File: src/rtl/rdc_pkg.sv
package rdc_pkg;
    typedef enum logic [1:0] {
        ACT_IDLE,
        ACT_FOLLOW,
        ACT_CAP,
        ACT_LOCK
    } act_e;
endpackage

File: src/rtl/rdc_ivl_meter.sv
module rdc_ivl_meter #(
    parameter int W = 8
) (
    input  logic         clk,
    input  logic         rst_n,
    input  logic         tick,
    input  logic         clr,
    input  logic         edge_ev,
    input  logic [W-1:0] lim_lo,
    input  logic [W-1:0] lim_hi,
    output logic         in_lim
);
    localparam int CW = W + 1;
    localparam logic [CW-1:0] CMAX = {CW{1'b1}};

    typedef struct packed {
        logic [CW-1:0] ivl;
    } st_t;

    st_t st_d, st_q;

    always_comb begin
        st_d = st_q;
        if (clr) begin
            st_d.ivl = '0;
        end else if (tick) begin
            if (edge_ev) begin
                st_d.ivl = CW'(1);
            end else if (st_q.ivl != CMAX) begin
                st_d.ivl = st_q.ivl + CW'(1);
            end
        end
        in_lim = (st_q.ivl >= {1'b0, lim_lo}) && (st_q.ivl <= {1'b0, lim_hi});
    end

    always_ff @(posedge clk) begin
        if (!rst_n) st_q <= '0;
        else        st_q <= st_d;
    end
endmodule

File: src/rtl/rdc_hold_timer.sv
module rdc_hold_timer #(
    parameter int W = 8
) (
    input  logic         clk,
    input  logic         rst_n,
    input  logic         tick,
    input  logic         clr,
    input  logic         load,
    input  logic [W-1:0] load_val,
    output logic         blocked
);
    typedef struct packed {
        logic [W-1:0] frz;
    } st_t;

    st_t st_d, st_q;

    always_comb begin
        st_d = st_q;
        if (clr) begin
            st_d.frz = '0;
        end else if (tick) begin
            if (load)                 st_d.frz = load_val;
            else if (st_q.frz > W'(1)) st_d.frz = st_q.frz - W'(1);
            else                      st_d.frz = '0;
        end
        blocked = st_q.frz > W'(1);
    end

    always_ff @(posedge clk) begin
        if (!rst_n) st_q <= '0;
        else        st_q <= st_d;
    end
endmodule

File: src/rtl/rdc_low_guard.sv
module rdc_low_guard #(
    parameter int W = 8
) (
    input  logic         clk,
    input  logic         rst_n,
    input  logic         tick,
    input  logic         clr,
    input  logic         line_q,
    input  logic         go_low,
    input  logic         dem_bit,
    input  logic [W-1:0] low_cap,
    output logic         expire,
    output logic         lockout
);
    localparam int CW = W + 1;
    localparam logic [CW-1:0] CMAX = {CW{1'b1}};

    typedef struct packed {
        logic [CW-1:0] lowc;
        logic          lock;
    } st_t;

    st_t st_d, st_q;

    always_comb begin
        st_d   = st_q;
        expire = tick && !line_q && (st_q.lowc >= {1'b0, low_cap});
        if (clr) begin
            st_d = '0;
        end else if (tick) begin
            if (go_low)                             st_d.lowc = CW'(1);
            else if (!line_q && st_q.lowc != CMAX)  st_d.lowc = st_q.lowc + CW'(1);
            else if (line_q)                        st_d.lowc = '0;
            if (expire)       st_d.lock = 1'b1;
            else if (dem_bit) st_d.lock = 1'b0;
        end
        lockout = st_q.lock;
    end

    always_ff @(posedge clk) begin
        if (!rst_n) st_q <= '0;
        else        st_q <= st_d;
    end
endmodule

File: src/rtl/rx_data_cond.sv
module rx_data_cond
    import rdc_pkg::*;
#(
    parameter int W = 8
) (
    input  logic         clk,
    input  logic         rst_n,
    input  logic         tick,
    input  logic         rx_mode,
    input  logic         dem_bit,
    input  logic [W-1:0] lim_lo,
    input  logic [W-1:0] lim_hi,
    input  logic [W-1:0] hold_in,
    input  logic [W-1:0] hold_out,
    input  logic [W-1:0] low_cap,
    output logic         data_out
);
    typedef struct packed {
        logic data;
    } st_t;

    st_t          st_d, st_q;
    act_e         act;
    logic         clr, in_lim, blocked, expire, lockout;
    logic         edge_ev, go_low;
    logic [W-1:0] hold_val;

    assign clr = !rx_mode;

    rdc_ivl_meter #(.W(W)) u_ivl (
        .clk(clk), .rst_n(rst_n), .tick(tick), .clr(clr), .edge_ev(edge_ev),
        .lim_lo(lim_lo), .lim_hi(lim_hi), .in_lim(in_lim)
    );

    rdc_hold_timer #(.W(W)) u_hold (
        .clk(clk), .rst_n(rst_n), .tick(tick), .clr(clr), .load(edge_ev),
        .load_val(hold_val), .blocked(blocked)
    );

    rdc_low_guard #(.W(W)) u_low (
        .clk(clk), .rst_n(rst_n), .tick(tick), .clr(clr), .line_q(st_q.data),
        .go_low(go_low), .dem_bit(dem_bit), .low_cap(low_cap),
        .expire(expire), .lockout(lockout)
    );

    always_comb begin
        st_d = st_q;
        act  = ACT_IDLE;
        if (!rx_mode) begin
            st_d.data = 1'b1;
        end else if (tick) begin
            if (expire) begin
                act       = ACT_CAP;
                st_d.data = 1'b1;
            end else if (lockout) begin
                act = ACT_LOCK;
            end else if (!blocked && (dem_bit != st_q.data)) begin
                act       = ACT_FOLLOW;
                st_d.data = dem_bit;
            end
        end
        edge_ev  = (act == ACT_FOLLOW) || (act == ACT_CAP);
        go_low   = (act == ACT_FOLLOW) && !dem_bit;
        hold_val = (act == ACT_CAP) ? '0 : (in_lim ? hold_in : hold_out);
    end

    always_ff @(posedge clk) begin
        if (!rst_n) st_q <= '{data: 1'b1};
        else        st_q <= st_d;
    end

    assign data_out = st_q.data;
endmodule

File: config.mk
export PLATFORM = sky130hd
export DESIGN_NAME = rx_data_cond
export DESIGN_NICKNAME = d
export VERILOG_FILES = /design/src/rtl/rdc_pkg.sv /design/src/rtl/rdc_ivl_meter.sv /design/src/rtl/rdc_hold_timer.sv /design/src/rtl/rdc_low_guard.sv /design/src/rtl/rx_data_cond.sv
export SDC_FILE = /design/constraint.sdc
export NUM_CORES = 1
export LEC_CHECK = 0
export ABC_CLOCK_PERIOD_IN_PS = 6900
export BUFFER_PORTS_ARGS = -buffer_cell sky130_fd_sc_hd__buf_2
export CAP_MARGIN = 20
export CORE_ASPECT_RATIO = 1.75
export CORE_UTILIZATION = 40
export DETAILED_ROUTE_END_ITERATION = 12
export SLEW_MARGIN = 10
export SYNTH_ARGS = -nofsm -noshare
export SYNTH_HDL_FRONTEND = slang
export SYNTH_SLANG_ARGS = --single-unit
File: constraint.sdc
create_clock -name clk -period 6.9 [get_ports clk]
set_clock_uncertainty 0.2 [all_clocks]
set_input_delay 1.38 -clock clk [delete_from_list [all_inputs] [get_ports clk]]
set_output_delay 1.38 -clock clk [all_outputs]
set_load 0.1 [all_outputs]
==> Yosys cells after proc, flatten, opt, wreduce, memory -nomap -nowiden <==
Cells that the tools add are included.
{ "op_classes": {"mux": 19, "addsub": 3, "order_cmp": 4, "n_eq_ne": 6, "n_reduce_logical": 19} }
{ "op_table": {"columns": ["op", "count"], "rows": [
  ["2-to-1 mux 9 bit", 5],
  ["2-to-1 mux 8 bit", 4],
  ["adder 9 x 1 -> 9 bit, second input constant", 2],
  ["greater-or-equal comparator 9 x 8 -> 1 bit", 2],
  ["inequality test 9 bit, second input constant", 2],
  ["<= comparator 9 x 8 -> 1 bit", 1],
  ["greater-than comparator 8 x 1 -> 1 bit, second input constant", 1],
  ["2-to-1 mux 2 bit", 4],
  ["AND reduction 2 bit", 4],
  ["subtractor 8 x 1 -> 8 bit, second input constant", 1],
  ["logical AND 1 bit", 6],
  ["2-to-1 mux 1 bit", 6],
  ["nonzero test 2 bit", 3],
  ["logical NOT 1 bit", 3],
  ["AND reduction 3 bit", 1],
  ["nonzero test 3 bit", 1],
  ["equality test 2 x 1 -> 1 bit, second input constant", 1],
  ["equality test 2 bit, second input constant", 1],
  ["inequality test 2 bit, second input constant", 1],
  ["logical OR 1 bit", 1],
  ["inequality test 1 bit", 1]
]} }
{ "totals": {"elab_cells": 56, "output_inout_bits": 1, "reg_bits": 28, "inputBits": 45} }

==> Depth between registers and ports, before layout <==
Gate-level depths: netlist (run 1).
{ "depth": {"word_depth": 12, "ltp_mapped": 16, "mapped_depth_nobuf": 15} }

==> Hierarchy <==
A second synthesis (run 1) with hierarchy kept.
{ "hier_totals": {"cells_unflattened": 309, "hier_area_um2": 2433.6} }
{ "by_module_without_submodules": {"columns": ["module", "seq_area_each_um2", "area_each_um2", "cells_per_inst", "n_inst"], "rows": [
  ["rdc_ivl_meter", 180.2, 877.1, 104, 1],
  ["rdc_low_guard", 200.2, 744.5, 96, 1],
  ["rdc_hold_timer", 160.2, 548.0, 72, 1],
  ["rx_data_cond", 20.0, 264.0, 37, 1]
]} }

==> Worst setup path before layout (run 1) <==
No wires, ideal clock.
{ "synth_path": {"path_kind": "input port to flip-flop", "from": "input port low_cap[0]", "to": "register u_ivl.st_q[7] in the netlist's numbering", "t_required_ns": 6.579, "arrival_time_ns": 3.622, "n_path_buf": 1, "stages": 15, "setup_time_ns": 0.121, "slack_ns": 2.956, "cell_sequence": "ha_1 -> nand2b_1 -> a21o_1 -> a21oi_1 -> o21ai_0 -> nand4b_1 -> nor3b_1 -> ha_1 -> clkbuf_1 -> nand2_1 -> nand2_1 -> nor3_1 -> nand3_1 -> xor2_1 -> nor2_1"} }
{ "synth_between": {"elab_chain_cells": 9, "word_cells_on_any_way": 11, "cone_classes": "order compare (1); eq/ne (2); mux (4); reduce/logical (4)"} }
{ "synth_lines": {"columns": ["item", "line_no", "text"], "rows": [
  ["start: declaration", "rx_data_cond.sv:15", "input logic [W-1:0] low_cap,"],
  ["greater-or-equal comparator 9 x 8 -> 1 bit *", "rdc_low_guard.sv:27", "expire = tick && !line_q && (st_q.lowc >= {1'b0, low_cap});"],
  ["logical AND 1 bit *", "rdc_low_guard.sv:27", null],
  ["2-to-1 mux 2 bit *", "rx_data_cond.sv:52", "if (expire) begin"],
  ["2-to-1 mux 2 bit *", "rx_data_cond.sv:51", "end else if (tick) begin"],
  ["2-to-1 mux 2 bit *", "rx_data_cond.sv:49", "if (!rx_mode) begin"],
  ["equality test 2 x 1 -> 1 bit / equality test 2 bit (equally long branches)", "rx_data_cond.sv:62", "edge_ev = (act == ACT_FOLLOW) || (act == ACT_CAP);"],
  ["logical OR 1 bit *", "rx_data_cond.sv:62", null],
  ["nonzero test 2 bit (no line)", null, null],
  ["AND reduction 2 bit (no line)", null, null],
  ["end signal: assignment", "rdc_ivl_meter.sv:38", "else st_q <= st_d;"],
  ["end: declaration", "rdc_ivl_meter.sv:20", "st_t st_d, st_q;"]
]} }
Every way passes the cells marked *; elsewhere a longest branch is shown, timed or not.
A chain may end at the register's enable or synchronous reset.

==> Worst setup path after layout (run 1) <==
{ "layout_path": {"from": "input port low_cap[0]", "to": "register u_low.st_q[6] in the netlist's numbering"} }
{ "layout_between": {"elab_chain_cells": 9, "word_cells_on_any_way": 10, "cone_classes": "order compare (1); eq/ne (1); mux (4); reduce/logical (4)"} }
{ "layout_lines": {"columns": ["item", "line_no", "text"], "rows": [
  ["greater-or-equal comparator 9 x 8 -> 1 bit *", "rdc_low_guard.sv:27", null],
  ["logical AND 1 bit *", "rdc_low_guard.sv:27", null],
  ["2-to-1 mux 2 bit *", "rx_data_cond.sv:52", null],
  ["2-to-1 mux 2 bit *", "rx_data_cond.sv:51", null],
  ["2-to-1 mux 2 bit *", "rx_data_cond.sv:49", null],
  ["equality test 2 x 1 -> 1 bit *", "rx_data_cond.sv:63", "go_low = (act == ACT_FOLLOW) && !dem_bit;"],
  ["logical AND 1 bit *", "rx_data_cond.sv:63", null],
  ["nonzero test 3 bit (no line)", null, null],
  ["AND reduction 2 bit (no line)", null, null],
  ["end signal: assignment", "rdc_low_guard.sv:42", "else st_q <= st_d;"],
  ["end: declaration", "rdc_low_guard.sv:23", "st_t st_d, st_q;"]
]} }
Marked as above.

==> impl_results.md, run 1 <==
* Outcome: finished, final reports clean
* Worst-path clk slew at 0.10 ns
* Initial Util at 42.3%
* Most common cell after layout, fill and taps aside: buf_2
* Syn Area/Cell at 7.54 sq um
* Warnings from Yosys at 0
* Final critical-path required period at 4.11 ns
* Row count at 35
* Clock network power share at 34.5%
* Core Region at 5340 sq um
* Worst VDD drop at 111 uV
* Worst Min Path Start: u_low.lockout$_SDFFE_PN0P_
* Combinational power share at 20.7%
* Int Power at 0.279 mW
* Ant diodes at 0
* Final setup violation count at 0
* Total congestion overflow at 0
* WS Path Type: in2reg
* Net Sw Power at 0.100 mW
* Hold_buf cts at 0
* Hold Path End: u_low.lockout$_SDFFE_PN0P_
* CTS tree: done
* Post-CTS sizing at 0
* Buffers on Ports at 45
* WL per Instance at 12.0 um
* Fin. Hold Viols at 0
* All-layer global routing usage at 18.2%
* First-pass GRT wire length at 8600 um
* Root Driver: clkbuf_8
* Post-Syn Nets at 377
* Vias in the first global route at 2,051
* Reg2reg start: u_low.st_q[1]$_SDFFE_PN0P_
* Cell area after layout at 2620 sq um
* Worst Path Required at 6.89 ns
* Syn Std Cell Area at 2260 sq um
* Layout cells sized above 1 at 15.5%
* Hold path depth at 2
* FF-to-FF setup slack at 3.51 ns
* I/O pin cnt at 46
* H-tree depth at 1
* Worst rel slew slack at 42.5%
* Sum Neg Setup Slack at 0 ns
* Placer Congestion at 0.815
* Number of buffers created by CTS at 3
* Worst R2R End: u_low.st_q[6]$_SDFFE_PN0P_
* Layout area overhead at 16.0%
* CP startpoint kind: primary input
* Register area share after synthesis at 24.8%
* Iter 0 DRT Violations at 41
* Via density at 5.24
* Leak pwr at 1.24 nW
* Clock net sink count at 28
* Post-Synthesis Cells at 300
* Critical path endpoint category: flip-flop
* Measured slew at the worst slew-check pin at 0.860 ns
* Seq pwr share at 44.7%
* Min-delay worst type: reg2reg
* Clk_lat worst skew at 0.27 ns
* Routed Antenna Nets at 0
* Fin crit share at 59.6%
* Final nets at 419
* Data arrival time of the critical path at 4.11 ns
* CTS max path bufs at 2
* Detailed Place HPWL at 3900 um
* Final Slew Violations at 0
* Pwr Total at 0.379 mW
* Die ar. at 5970 sq um
* DRC at 0
* Via Count at 2,175
* Placed Area at 2550 sq um
* Largest net degree at the start of global routing at 29
* Final worst slack at 2.79 ns
* Post-Place Setup Slack at 2.49 ns
* Maxcap violations at 0
* Post-CTS Setup Repair Bufs at 0
* Fillers at 607
* First-pass DRT Iterations at 4
* Switching Fraction at 26.4%
* RSZ-0062 raised after global routing: false
* Cell variety after synth at 39
* Yosys reg bits at 28
* Worst-path fanout max at 8
* Fmax at 243 MHz
* Commonest non-fill, non-tap cells in the layout: buf_2 (45), nor2_1 (34), ha_1 (32), inv_1 (30)
* Die height at 101 um
* Drt total wl at 4960 um
* PD cells at 144 nW/um^2
* Initial antenna violation count at 0
* R2r worst-path depth at 14
* Die width at 58.8 um
==> state kept, by name, summed over array words and instances (netlist names) <==
register       flops
u_ivl.st_q         9
u_low.st_q         9
u_hold.st_q        8
data_out           1
u_low.lockout      1
==> per-layer routing <==
metal	track usage, %	share of wire (%)
met5	0	0
met4	5.86	1.5
met3	1.15	2.0
met2	35.1	52
met1	20.3	44
==> worst max-delay path by stage <==
stage	cells past startpoint	end	start	slack (ns)
final	14	u_low.st_q[6]$_SDFFE_PN0P_	low_cap[0]	2.79
after global routing	14	u_low.st_q[6]$_SDFFE_PN0P_	low_cap[0]	2.52
after CTS	14	u_low.st_q[6]$_SDFFE_PN0P_	low_cap[0]	2.78
after detailed placement	14	u_low.st_q[3]$_SDFFE_PN0P_	low_cap[0]	2.49
after global placement	14	u_low.st_q[4]$_SDFFE_PN0P_	low_cap[0]	2.59
after floorplan	15	u_ivl.st_q[7]$_SDFFE_PN0P_	low_cap[0]	2.96
==> power groups by stage <==
stage               logic (mW)  clock network, mW  registers, mW
floorplan               0.0539                  0          0.174
CTS                     0.0796              0.135          0.169
global route            0.0900              0.141          0.170
detailed placement      0.0790                  0          0.173
global placement        0.0780                  0          0.173
finish                  0.0785              0.131          0.169
==> critical path, stage by stage <==
cell	delay [ns]
buf_2	0.10
ha_1	0.26
nand2b_1	0.09
a21o_1	0.11
a21oi_1	0.05
o21ai_0	0.18
nand4b_1	0.24
a21o_1	0.26
ha_1	0.16
nor2b_1	0.14
or3_1	0.40
nor2_1	0.45
nand3b_1	0.13
a21oi_1	0.16
==> Yosys cell counts <==
cell       number  share of area [%]
a211oi_1        2               0.66
a21boi_0        1               0.33
a21o_1          5                1.7
a21oi_1        16                3.5
a22oi_1         6                2.0
a311oi_1        1               0.39
a31oi_1         2               0.55
and2_1          1               0.28
and3_1          6                1.7
buf_2           1               0.22
clkbuf_1        8                1.3
dfxtp_1        28                 25
ha_1           32                 18
inv_1          30                5.0
mux2i_1         9                4.0
nand2_1        28                4.6
nand2b_1        7                1.9
nand3_1         8                1.8
nand3b_1        5                1.7
nand4b_1        2               0.77
nor2_1         34                5.6
nor2b_1         1               0.28
nor3_1          9                2.0
nor3b_1         4                1.3
nor4_1          3               0.83
nor4b_1         1               0.39
o2111ai_1       1               0.39
o211ai_1        1               0.33
o21ai_0        24                5.3
o21ai_1         1               0.22
o22ai_1         2               0.55
o31ai_1         3                1.0
o41ai_1         3                1.2
or2_2           1               0.28
or3_1           2               0.55
or3b_1          1               0.39
or4_4           2                1.0
xnor2_1         7                2.7
xor2_1          2               0.77
==> area by class of cell <==
class                   count  area [sq um]  share of cell area, %
multi-input cells         233          1550                   59.2
flip-flops and latches     28           561                   21.4
repair buffers             46           233                   8.87
inverters                  30           113                   4.29
well taps                  74          92.6                   3.53
clock buffers               3          41.3                   1.57
clock inverters             1          30.0                   1.15
==> metrics by stage <==
step                      hold slack [ns]  util (%)  instances
after global routing                0.363      49.1        415
final                               0.302      49.1        415
after CTS                           0.311      49.1        415
after detailed placement            0.294      47.8        411
after floorplan                     0.263         -        300
after global placement              0.289      47.8        411
==> cells by family after synthesis <==
| family | synth area share (%) |
|---|---|
| flops | 24.8 |
| compound gates | 18.1 |
| xor+xnor | 3.49 |
| buf+inv | 6.53 |
| mux | 3.98 |
| fa+ha+maj | 17.7 |
| simple gates | 25.4 |
No activity file was read; power rests on OpenSTA's default activity.
==> run 2: changes to the inputs <==
Settings changed: ABC_AREA set to 1, ABC_CLOCK_PERIOD_IN_PS 6900 to 3750.
Clock period 6.9 ns to 3.75 ns, I/O delays scaled along.
==> run 2 against run 1 <==
Against the previous run:
- synthesized area grew 9.6%
- worst hold slack worse by 0.0052 ns
- critical path depth grew 3
- power up 79%
- sequential cell count did not move
- design area rose by 8.5%
- die area is 9.3% higher
- sequential power increased by 85%
- combinational power increased by 120%
- critical path type unchanged
- highest routed layer unchanged
==> impl_results.md, run 2 <==
* Post-Synthesis Cells at 377
* Largest net degree at the start of global routing at 22
* Root Driver: clkbuf_8
* Hold Path End: u_low.st_q[8]$_SDFFE_PN0P_
* CTS tree: done
* Die height at 106 um
* Top-count cell post-synth: inv_1
* Syn Std Cell Area at 2480 sq um
* Die ar. at 6520 sq um
* FF-to-FF setup slack at 0.79 ns
* Post-CTS Setup Repair Bufs at 0
* Initial Util at 41.8%
* Yosys reg bits at 28
* Final critical-path required period at 3.16 ns
* Die width at 61.5 um
* Fin. Hold Viols at 0
* Synth area leaders: dfxtp_1 (23%), ha_1 (16%), inv_1 (12%), nand2_1 (10%), nand3_1 (5.5%)
* Detailed Place HPWL at 4800 um
* First-pass DRT Iterations at 4
* Sum Neg Setup Slack at 0 ns
* WS Path Type: in2reg
* H-tree depth at 1
* Core Util, Final at 48.0%
* Final setup violation count at 0
* Syn Area/Cell at 6.57 sq um
* Clock net sink count at 28
* Layout area overhead at 14.8%
* Final worst slack at 0.586 ns
* DRC at 0
* Slowest stage delay, CP at 0.31 ns
* Warnings from Yosys at 0
* Post-synth top cells: inv_1 (78), nand2_1 (69), ha_1 (32)
* Biggest regs: u_ivl.st_q x9, u_low.st_q x9, u_hold.st_q x8
* Outcome: finished, final reports clean
* Ant diodes at 0
* Hold path depth at 2
* Worst-path fanout max at 5
* Placer Congestion at 0.779
* First-pass GRT wire length at 9920 um
* R2r worst-path depth at 15
* Number of buffers created by CTS at 3
* RSZ-0062 raised after global routing: false
* Async S/R FF share, synth at 0%
* Worst R2R End: u_ivl.st_q[7]$_SDFFE_PN0P_
* Critical path endpoint category: flip-flop
* All-layer global routing usage at 19.5%
* Final nets at 501
* Via density at 4.95
* Worst-path clk slew at 0.10 ns
* WP buf/inv at 4
* Fin crit share at 84.4%
* Post-Syn Nets at 454
* Min-delay worst type: reg2reg
* Worst Min Path Start: u_low.st_q[8]$_SDFFE_PN0P_
* Reg2reg start: u_low.st_q[7]$_SDFFE_PN0P_
* Synth top area share at 22.6%
* CP most frequent cell: inv_1
* CTS max path bufs at 2
* Data arrival time of the critical path at 3.14 ns
* Worst VDD drop at 153 uV
* Iter 0 DRT Violations at 56
* Worst Path Required at 3.73 ns
* Via Count at 2,479
* Area leader, netlist: dfxtp_1
* Post-CTS sizing at 0
* Post-Place Setup Slack at 0.297 ns
* CP Cell Sequence: buf_2 -> inv_1 -> ha_1 -> nand2_1 -> nor2_1 -> nand3b_1 -> nand4_1 -> nand3_1 -> a21oi_1 -> inv_1 -> ha_1 -> inv_1 -> a21oi_2 -> nor4_1 -> nand2_1 -> o21ai_1 -> a21oi_1
* Routed Antenna Nets at 0
* Commonest non-fill, non-tap cells in the layout: inv_1 (78), nand2_1 (69), buf_2 (45), ha_1 (32), nor2_1 (29)
* Buffers on Ports at 45
* Initial antenna violation count at 0
* CP top delay family: simple AND/OR/NAND/NOR gates
* Drt total wl at 5820 um
* Row count at 37
* Fillers at 681
* Most common cell after layout, fill and taps aside: inv_1
* WL per Instance at 11.6 um
* Crit path max-delay cell type: ha_1
* Register area share after synthesis at 22.6%
* Vias in the first global route at 2,433
* Hold slack at 0.297 ns
* Final Slew Violations at 0
* Measured slew at the worst slew-check pin at 0.482 ns
* Post-synth EDFFs at 0
* Maxcap violations at 0
* Cell variety after synth at 33
* Worst rel slew slack at 67.8%
* Total congestion overflow at 0
* Layout cells sized above 1 at 18.7%
* Clk_lat worst skew at 0.28 ns
* Fmax at 316 MHz
* Hold_buf cts at 0
* Leak pwr at 1.46 nW
* PD cells at 238 nW/um^2
* Top FF cell, synth: dfxtp_1
* CP startpoint kind: primary input
* Core Region at 5930 sq um
* I/O pin cnt at 46
run 2: metrics by stage:
stage          instance area, sq um  total power, mW  cells
2_1_floorplan                  2480            0.438    377
3_3_place_gp                   2790            0.488    497
3_5_place_dp                   2790            0.490    497
4_1_cts                        2850            0.685    501
5_1_grt                        2850            0.718    501
6_report                       2850            0.677    501
run 2: power breakdown:
part           internal (mW)  switching [mW]  total (mW)
Clock                 0.0942           0.100       0.194
Sequential             0.304         0.00837       0.313
Combinational         0.0656           0.104       0.170
Total                  0.464           0.213       0.677
run 2: how the worst max path moves through the flow:
stage / cells past startpoint / to / startpoint / slack (ns)
floorplan: 16 / u_ivl.st_q[7]$_SDFFE_PN0P_ / low_cap[6] / 0.71
global placement: 17 / u_ivl.st_q[7]$_SDFFE_PN0P_ / low_cap[7] / 0.38
detailed placement: 17 / u_ivl.st_q[7]$_SDFFE_PN0P_ / low_cap[5] / 0.30
CTS: 17 / u_ivl.st_q[7]$_SDFFE_PN0P_ / low_cap[5] / 0.59
global route: 17 / u_ivl.st_q[7]$_SDFFE_PN0P_ / low_cap[6] / 0.30
finish: 17 / u_ivl.st_q[7]$_SDFFE_PN0P_ / low_cap[5] / 0.59
run 2: cell families (layout without fill, tap and decap cells):
kind of cell | count (synthesis) | after routing | synth area share [%]
AND/OR/NAND/NOR | 154 | 154 | 29.0
adder cells (fa/ha/maj) | 32 | 32 | 16.2
flip-flops | 28 | 28 | 22.6
XOR/XNOR | 5 | 5 | 1.77
AO/OA/AOI/OAI | 71 | 71 | 17.2
buffers and inverters | 87 | 133 | 13.3
run 2: worst register-to-register path, delay by kind of cell, from the launching register on:
| kind | cells | cell delay [ns] |
|---|---|---|
| simple gates | 7 | 0.97 |
| buf+inv | 2 | 0.19 |
| compound gates | 4 | 0.51 |
| flops | 1 | 0.36 |
| fa+ha+maj | 2 | 0.63 |
run 2: layout make-up:
type	count	area [sq um]	area share [%]
repair buffers	46	233	8.18
well taps	78	97.6	3.43
clock buffers	4	55.1	1.93
inverters	83	312	10.9
multi-input cells	262	1590	55.8
flip-flops and latches	28	561	19.7
run 2: metal layers:
metal | wire [um] | track usage (%) | vias to the layer above | share of wire (%)
li1 | - | - | 1303 | -
met1 | 2220 | 19.5 | 1103 | 38
met2 | 3310 | 38.2 | 61 | 57
met3 | 168 | 1.34 | 12 | 2.9
met4 | 126 | 8.10 | 0 | 2.2
met5 | 0 | 0 | - | 0
==> run 3: changes to the inputs <==
Settings changed: ABC_CLOCK_PERIOD_IN_PS 3750 to 2800.
Clock period 3.75 ns to 2.8 ns, I/O delays scaled along.
==> run 3 against run 2 <==
Against the previous run:
- core utilization is 5.5 points higher
- global-route usage is 0.29 points lower
- power is 39% higher
- die area stayed put
- register-to-register slack worse by 0.68 ns
- critical path depth is 1 lower
==> impl_results.md, run 3 (same netlist as run 2, synthesis figures left out) <==
* Die width at 61.5 um
* Die ar. at 6520 sq um
* Reg2reg start: u_low.st_q[3]$_SDFFE_PN0P_
* Worst setup path start: low_cap[2]
* Routed Antenna Nets at 0
* Final worst slack at 0.102 ns
* CTS tree: done
* Cell area after layout at 3170 sq um
* Vias in the first global route at 2,442
* Via density at 4.96
* First-pass GRT wire length at 9720 um
* Iter 0 DRT Violations at 81
* Via Count at 2,557
* Measured slew at the worst slew-check pin at 0.504 ns
* Row count at 37
* Initial Util at 41.8%
* Post-Place Setup Slack at -0.276 ns
* Hold_buf cts at 0
* Most common cell after layout, fill and taps aside: inv_1
* PD cells at 298 nW/um^2
* Final Slew Violations at 0
* Outcome: finished, final reports clean
* Layout area overhead at 28.0%
* Leak pwr at 1.55 nW
* WS Path Type: in2reg
* Total congestion overflow at 0
* Number of buffers created by CTS at 3
* FF-to-FF setup slack at 0.11 ns
* DRC at 0
* Min-delay worst type: reg2reg
* Initial antenna violation count at 0
* Layout cells sized above 1 at 29.2%
* Clk_lat worst skew at 0.28 ns
* WL per Instance at 11.7 um
* Fin crit share at 96.3%
* All-layer global routing usage at 19.3%
* R2r worst-path depth at 14
* Final critical-path required period at 2.70 ns
* Final setup violation count at 0
* Worst R2R End: u_ivl.st_q[7]$_SDFFE_PN0P_
* Ant diodes at 0
* H-tree depth at 1
* CP startpoint kind: primary input
* Critical path endpoint category: flip-flop
* Pwr Total at 0.944 mW
* Placer Congestion at 0.800
* CTS max path bufs at 2
* Clock net sink count at 28
* CP Cell Sequence: buf_8 -> inv_4 -> ha_4 -> and3_4 -> nand4_1 -> nand4_1 -> nand3_2 -> a21oi_2 -> inv_2 -> ha_4 -> inv_4 -> a21oi_4 -> nor4_4 -> nand2_1 -> o21ai_1 -> a21oi_1
* Core Region at 5930 sq um
* Maxcap violations at 0
* Crit path max-delay cell type: nor4_4
* Sum Neg Setup Slack at 0 ns
* Fin. Hold Viols at 0
* I/O pin cnt at 46
* Data arrival time of the critical path at 2.68 ns
* Largest net degree at the start of global routing at 19
* Worst-path fanout max at 5
* Worst VDD drop at 169 uV
* Commonest non-fill, non-tap cells in the layout: inv_1 (69), nand2_1 (65), buf_2 (43), nor2_1 (26), nand3_1 (26)
* Drt total wl at 6060 um
* Detailed Place HPWL at 4800 um
* Worst Path Required at 2.78 ns
* Setup crit end: u_ivl.st_q[7]$_SDFFE_PN0P_
* Worst-path clk slew at 0.11 ns
* Placed Area at 2890 sq um
* Fmax at 371 MHz
* RSZ-0062 raised after global routing: true
* Root Driver: clkbuf_8
* Hold slack at 0.289 ns
* Die height at 106 um
* Final nets at 516
* Worst rel slew slack at 66.3%
* Slowest stage delay, CP at 0.30 ns
* First-pass DRT Iterations at 4
* Biggest regs: u_ivl.st_q x9, u_low.st_q x9, u_hold.st_q x8
* Buffers on Ports at 45
==> run 3: changes by cell type in the layout (fill, tap and decap cells not counted), moves of 3 or more <==
cell     previous run  this run
nand2_1            69        65
inv_2               5        12
ha_1               32        24
nand2_2             0         3
dfxtp_1            28        24
nor2_1             29        26
ha_4                0         8
dfxtp_2             0         3
inv_1              78        69
buf_4               1        16
==> run 3: layout make-up <==
type	instances	area, sq um
Multi-Input combinational cell	262	1770
Fill cell	614	2760
Sequential cell	28	568
Tap cell	78	97.6
Inverter	83	317
Timing Repair Buffer	61	362
Clock buffer	4	55.1
==> run 3: critical path: cells and delay by family <==
family	cells	cell delay (ns)
and+or+nand+nor	6	0.88
adders and majority gates	2	0.52
AOI/OAI and AO/OA	4	0.47
buffers and inverters	4	0.25
==> run 3: report_power, final <==
part	total [mW]	internal [mW]	switching, mW
logic	0.268	0.112	0.156
clock network	0.258	0.126	0.132
registers	0.417	0.407	0.0108
total	0.944	0.645	0.299
==> run 3: worst min path at each step <==
stage / from / to / slack, ns / depth (start not counted)
floorplan: u_low.lockout$_SDFFE_PN0P_ / u_low.lockout$_SDFFE_PN0P_ / 0.25 / 2
global placement: u_low.lockout$_SDFFE_PN0P_ / u_low.lockout$_SDFFE_PN0P_ / 0.26 / 2
detailed placement: u_low.lockout$_SDFFE_PN0P_ / u_low.lockout$_SDFFE_PN0P_ / 0.28 / 2
CTS: u_low.lockout$_SDFFE_PN0P_ / u_low.lockout$_SDFFE_PN0P_ / 0.29 / 2
global route: u_low.st_q[2]$_SDFFE_PN0P_ / u_low.st_q[2]$_SDFFE_PN0P_ / 0.33 / 2
finish: u_low.lockout$_SDFFE_PN0P_ / u_low.lockout$_SDFFE_PN0P_ / 0.29 / 2
==> run 3: metal layers <==
layer  up-vias  GRT usage (%)  share of wire (%)
met5         -              0                  0
met4         0           6.83                2.7
met3        10           1.09                2.0
met2        54           39.0                 57
met1      1157           18.5                 38
li1       1336              -                  -
==> run 3: per-stage QoR <==
| step | util (%) | cells |
|---|---|---|
| 5_1_grt | 53.5 | 516 |
| 3_3_place_gp | 48.7 | 509 |
| 3_5_place_dp | 48.7 | 509 |
| 6_report | 53.5 | 516 |
| 4_1_cts | 49.6 | 513 |
| 2_1_floorplan | - | 377 |
==> run 3: repair_timing <==
item,4_1_cts,5_1_grt
setup buffers,0,3
resized for setup,0,47
setup endpoints to repair,0,26
